## src/rtl/fcmp_pkg.sv

```systemverilog
// Shared field widths and result bit positions for the float comparator.
package fcmp_pkg;
    localparam int EXP_W  = 8;
    localparam int FRAC_W = 23;

    // Result bit positions
    localparam int BIT_LT  = 0;
    localparam int BIT_EQ  = 1;
    localparam int BIT_GT  = 2;
    localparam int BIT_UN  = 3;
    localparam int BIT_DNA = 4;
    localparam int BIT_DNB = 5;
    localparam int USED_W  = 6;

    // Classification of one operand
    typedef struct packed {
        logic is_nan;
        logic is_snan;
        logic is_zero;
        logic is_sub;
    } opclass_t;
endpackage

```

## src/rtl/fcmp_classify.sv

```systemverilog
// Classifies one floating-point operand as NaN (and signalling or not),
// zero, or subnormal. Assumes the layout sign | exponent | fraction with the
// quiet bit as the top fraction bit.
module fcmp_classify
    import fcmp_pkg::*;
#(
    parameter int EW = 8,
    parameter int FW = 23,
    localparam int W = 1 + EW + FW
) (
    input  logic [W-1:0] operand,
    output opclass_t     cls
);
    logic [EW-1:0] exp_f;
    logic [FW-1:0] frac_f;

    // Split fields and decode the class
    always_comb begin
        exp_f        = operand[W-2 -: EW];
        frac_f       = operand[FW-1:0];
        cls.is_nan   = (&exp_f) && (|frac_f);
        cls.is_snan  = (&exp_f) && (|frac_f) && !frac_f[FW-1];
        cls.is_zero  = (exp_f == '0) && (frac_f == '0);
        cls.is_sub   = (exp_f == '0) && (|frac_f);
    end
endmodule

```

## src/rtl/fcmp_order.sv

```systemverilog
// Orders two sign-magnitude floats. The operands are mapped to unsigned keys
// so that the key order matches numeric order. Zero of either sign and
// NaN are handled ahead of the key compare. Assumes the class inputs
// match the operands.
module fcmp_order #(
    parameter int W = 32
) (
    input  logic [W-1:0] a,
    input  logic [W-1:0] b,
    input  logic         a_nan,
    input  logic         b_nan,
    input  logic         a_zero,
    input  logic         b_zero,
    output logic         lt,
    output logic         eq,
    output logic         gt,
    output logic         un
);
    logic [W-1:0] key_a, key_b;

    // Map sign-magnitude to a monotone unsigned key
    always_comb begin
        key_a = a[W-1] ? ~a : {1'b1, a[W-2:0]};
        key_b = b[W-1] ? ~b : {1'b1, b[W-2:0]};
    end

    // Pick exactly one relation
    always_comb begin
        lt = 1'b0; eq = 1'b0; gt = 1'b0; un = 1'b0;
        if (a_nan || b_nan)        un = 1'b1;
        else if (a_zero && b_zero) eq = 1'b1;
        else if (key_a < key_b)    lt = 1'b1;
        else if (key_a > key_b)    gt = 1'b1;
        else                       eq = 1'b1;
    end
endmodule

```

## src/rtl/fcmp_sp.sv

```systemverilog
// Single-precision quiet comparator with a one-stage registered result.
// Result word: [3:0] relation (lt, eq, gt, unordered), [4]/[5] subnormal
// marks for A/B, all higher bits zero. invalid flags a signalling NaN.
// Assumes synchronous active-low reset; the result holds between requests.
module fcmp_sp
    import fcmp_pkg::*;
#(
    parameter int RES_W = 32,
    localparam int W = 1 + EXP_W + FRAC_W
) (
    input  logic             clk,
    input  logic             rst_n,
    input  logic             in_valid,
    input  logic [W-1:0]     op_a,
    input  logic [W-1:0]     op_b,
    output logic             out_valid,
    output logic [RES_W-1:0] result,
    output logic             invalid
);
    logic [W-1:0]     ops [2];
    opclass_t         cls [2];
    logic             r_lt, r_eq, r_gt, r_un;
    logic [RES_W-1:0] res_next;
    logic             inv_next;

    // Gather operands for the classifier array
    always_comb begin
        ops[0] = op_a;
        ops[1] = op_b;
    end

    for (genvar i = 0; i < 2; i++) begin : g_cls
        fcmp_classify #(.EW(EXP_W), .FW(FRAC_W)) u_cls (
            .operand (ops[i]),
            .cls     (cls[i])
        );
    end

    fcmp_order #(.W(W)) u_order (
        .a      (op_a),
        .b      (op_b),
        .a_nan  (cls[0].is_nan),
        .b_nan  (cls[1].is_nan),
        .a_zero (cls[0].is_zero),
        .b_zero (cls[1].is_zero),
        .lt     (r_lt),
        .eq     (r_eq),
        .gt     (r_gt),
        .un     (r_un)
    );

    // Assemble the next result word and the invalid indication
    always_comb begin
        res_next          = '0;
        res_next[BIT_LT]  = r_lt;
        res_next[BIT_EQ]  = r_eq;
        res_next[BIT_GT]  = r_gt;
        res_next[BIT_UN]  = r_un;
        res_next[BIT_DNA] = cls[0].is_sub;
        res_next[BIT_DNB] = cls[1].is_sub;
        inv_next          = cls[0].is_snan || cls[1].is_snan;
    end

    // Output register stage
    always_ff @(posedge clk) begin
        if (!rst_n) begin
            out_valid <= 1'b0;
            invalid   <= 1'b0;
            result    <= '0;
        end else begin
            out_valid <= in_valid;
            invalid   <= in_valid && inv_next;
            if (in_valid) result <= res_next;
        end
    end
endmodule

```

## config.mk

```make
export PLATFORM = sky130hd
export DESIGN_NAME = fcmp_sp
export DESIGN_NICKNAME = d
export VERILOG_FILES = /design/src/rtl/fcmp_pkg.sv /design/src/rtl/fcmp_classify.sv /design/src/rtl/fcmp_order.sv /design/src/rtl/fcmp_sp.sv
export SDC_FILE = /design/constraint.sdc
export NUM_CORES = 1
export LEC_CHECK = 0
export ABC_AREA = 1
export BUFFER_PORTS_ARGS = -buffer_cell sky130_fd_sc_hd__buf_2
export CAP_MARGIN = 40
export CORE_ASPECT_RATIO = 0.8
export CORE_MARGIN = 1.5
export CORE_UTILIZATION = 30
export DETAILED_ROUTE_END_ITERATION = 12
export GPL_TIMING_DRIVEN = 0
export MAX_ROUTING_LAYER = met4
export SKIP_CTS_REPAIR_TIMING = 1
export SYNTH_ARGS = -nofsm -noshare
export SYNTH_HDL_FRONTEND = slang
export SYNTH_HIERARCHICAL = 1
export SYNTH_SLANG_ARGS = --single-unit
```

## constraint.sdc

```tcl
create_clock -name clk -period 4.25 [get_ports clk]
set_clock_uncertainty 0.15 [all_clocks]
set_input_delay 0.85 -clock clk [delete_from_list [all_inputs] [get_ports clk]]
set_output_delay 0.85 -clock clk [all_outputs]
set_load 0.05 [all_outputs]
```

==> metrics.md <==
| Metric | Value |
|---|---|
| Drt drc | 0 |
| Most frequent cells in the layout | buf_2 (80), nand2_1 (67), nor2_1 (59), ha_1 (32) |
| Seq pwr share | approximately 15% |
| TritonCTS clock tree | built |
| Tot GR Track Use | 13.9% |
| Clock power frac | between 10% and 20% |
| P_leak | ~1.5 nW |
| Initial Utilization | between 30% and 40% |
| DR vias | approximately 2,200 |
| R2R depth | 2 |
| Status | finished, final reports clean |
| WHS | about 0.32 ns |
| Fraction of layout cells with a size suffix above 1 | a little under a third |
| Final-report max-slew violation count | 0 |
| Design Power | around 540 uW |
| Seq/Total Area, Yosys | around 7.1% |
| Dpl hpwl | ~4.8 mm |
| CTS Buf Count | 3 |
| Vias in the first global route | 2,085 |
| Port Buf Inserts | 73 |
| Grt total ovfl | 0 |
| Internal reg-to-reg setup slack | about 3.6 ns |
| Final setup vio count | 0 |
| CP Capture Type | flop |
| Clock buffer depth | 2 |
| Core Region | about 0.0073 mm2 |
| Clk root buf | clkbuf_8 |
| Final worst path period share | between 60% and 70% |
| Hold Path Depth | 2 |
| Post-synthesis register bit count | 8 |
| First-pass GRT wire length | 8.75 mm |
| Logic pwr share | slightly below 70% |
| Critical path type | input port to flop |
| Worst Hold Class | flop to flop |
| Critical R2R Launch | result[5]$_SDFFE_PN0P_ |
| Slowest stage delay, CP | roughly 0.33 ns |
| Peak supply drop | between 0.1 and 0.15 mV |
| Yosys warning total | 6 |
| Avg Cell Area, Syn | between 6 and 7 um2 |
| Vias/cell | approximately 4.2 |
| Die height | a little over 80 um |
| Final Hold Viols | 0 |
| Sw Ratio | between 40% and 50% |
| First-pass DRT Iterations | 4 |
| Fmax | 349 MHz |
| Post-Route WL | between 5 and 6 mm |
| Worst path required time | roughly 4.3 ns |
| Main flop type after synthesis | dfxtp_1 |
| Hold Crit Endpoint | result[4]$_SDFFE_PN0P_ |
| Syn-to-layout area delta | 27.2% |
| Clock Latency Late Sink | approximately 0.22 ns |
| Syn Inst Count | 339 |
| Setup TNS | 0 ns |
| Die width | approximately 100 um |
| Clk slew on worst S/H paths | ~0.04 ns |
| Arr. time, crit path | 2.88 ns |
| GPL Wtd Cong | approximately 0.84 |
| Final instance area | 0.00286 mm2 |
| Max Cap Viol | 0 |
| Cell Area, Synth | roughly 0.0023 mm2 |
| Number of synthesized flops with an enable pin | 0 |
| Cell repeated most along the worst path | nand2_1 |
| Pwr Density | roughly 190 mW/mm2 |
| R2R Path End | result[5]$_SDFFE_PN0P_ |
| Post-route ant nets | 0 |
| Num Clock Sinks | 8 |
| Antenna cell count | 0 |
| H-tree Lvls | 1 |
| Switching power | about 250 uW |
| Cell variety after synth | 31 |
| Io pins | slightly above 100 |
| Ys async rst share | 0% |
| Slowest stage cell, crit path | buf_2 |
| Initial drt markers | 35 |
| Largest net degree at the start of global routing | 11 |
| Most common cell after layout, fill and taps aside | buf_2 |
| Min Tclk post-route | 2.86 ns |
| Final core occ | between 30% and 40% |
| Row cnt | 28 |
| Placed cell areas | about 0.0028 mm2 |
| CP Cell Sequence | buf_2 -> clkbuf_1 -> buf_2 -> xnor2_1 -> ha_1 -> nand2_1 -> nor2_2 -> nand2_1 -> clkinv_1 -> nand2_1 -> nand2_1 -> nand2_1 -> nand2_2 -> nand2_1 -> a21oi_2 -> inv_1 -> nand2_1 -> nand2_1 -> nor2_1 |
| Startpoint Class | input port |
| CP Max Fanout | 10 |
| RSZ-0062 raised after global routing | no |
| Wire length per cell | ~10 um |
| Internal | roughly 280 uW |
| Die area | about 0.0080 mm2 |
| NumNets Final | between 500 and 600 |
| Initial antenna violation count | 0 |
| Hold_sp | result[4]$_SDFFE_PN0P_ |
## per-stage QoR
step	setup slack, ns	cells
global placement	1.18	527
global route	1.04	530
CTS	1.36	530
finish	1.39	530
detailed placement	1.14	527
floorplan	1.52	364
## Yosys cell counts (all sizes together) (2+ instances only)
library cell | number | share of area, %
xor2 | 31 | 12
nor2 | 71 | 14
xnor2 | 31 | 12
nor2b | 2 | 0.56
nand3 | 5 | 1.6
buf | 34 | 11
nand4 | 6 | 1.9
nand2 | 73 | 13
dfxtp | 8 | 7.1
inv | 23 | 3.8
a21oi | 14 | 3.3
o21ai | 2 | 0.44
ha | 32 | 18
## final cells by class
| class | instances | area [um2] |
|---|---|---|
| buffer | 35 | 245 |
| clock buffer | 3 | 41.3 |
| fill | 774 | 4460 |
| inverter | 24 | 90.1 |
| multi-input combinational | 297 | 1850 |
| sequential | 8 | 160 |
| tap | 90 | 113 |
| timing repair buffer | 73 | 365 |
## how the worst max path moves through the flow
stage,from,to,slack (ns),depth (start not counted)
2_1_floorplan,op_a[31],result[1]$_SDFFE_PN0P_,1.52,18
3_3_place_gp,op_b[31],result[1]$_SDFFE_PN0P_,1.18,19
3_5_place_dp,op_b[31],result[1]$_SDFFE_PN0P_,1.14,19
4_1_cts,op_b[31],result[1]$_SDFFE_PN0P_,1.36,19
5_1_grt,op_b[31],result[2]$_SDFFE_PN0P_,1.04,19
6_report,op_b[31],result[1]$_SDFFE_PN0P_,1.39,19
## logic make-up after synthesis
family / after synthesis / synth area share (%)
xor gates and xnor gates: 62 / 24.1
other: 1 / 0.167
adders and majority gates: 32 / 17.8
buffers and inverters: 59 / 14.9
DFF: 8 / 7.11
AOI/OAI and AO/OA: 18 / 4.39
and+or+nand+nor: 159 / 31.5
## power groups by stage
stage          registers [mW]  clock network [mW]  logic (mW)
2_1_floorplan          0.0973                   0       0.264
3_3_place_gp           0.0825                   0       0.360
3_5_place_dp           0.0826                   0       0.368
4_1_cts                0.0814              0.0903       0.370
5_1_grt                0.0818              0.0961       0.413
6_report               0.0814              0.0883       0.367
## worst max-delay path, delay by kind of cell
| kind | cells | cell delay [ns] |
|---|---|---|
| AND/OR/NAND/NOR | 11 | 0.77 |
| AO/OA/AOI/OAI | 1 | 0.11 |
| adder cells (fa/ha/maj) | 1 | 0.30 |
| XOR/XNOR | 1 | 0.13 |
| buffers and inverters | 5 | 0.69 |
## routing by layer
metal  global-route usage, %  part of all wire [%]  routed length, um
met5                       -                     0                  0
met1                    17.4                    49               2650
met3                    1.74                   4.5                241
met2                    24.4                    46               2480
met4                    2.11                  0.63                 34
## state kept, by name, indices dropped and copies added, names as in the netlist
signal     cells
invalid        1
result         6
out_valid      1
Power figures use the tool's default switching activity.
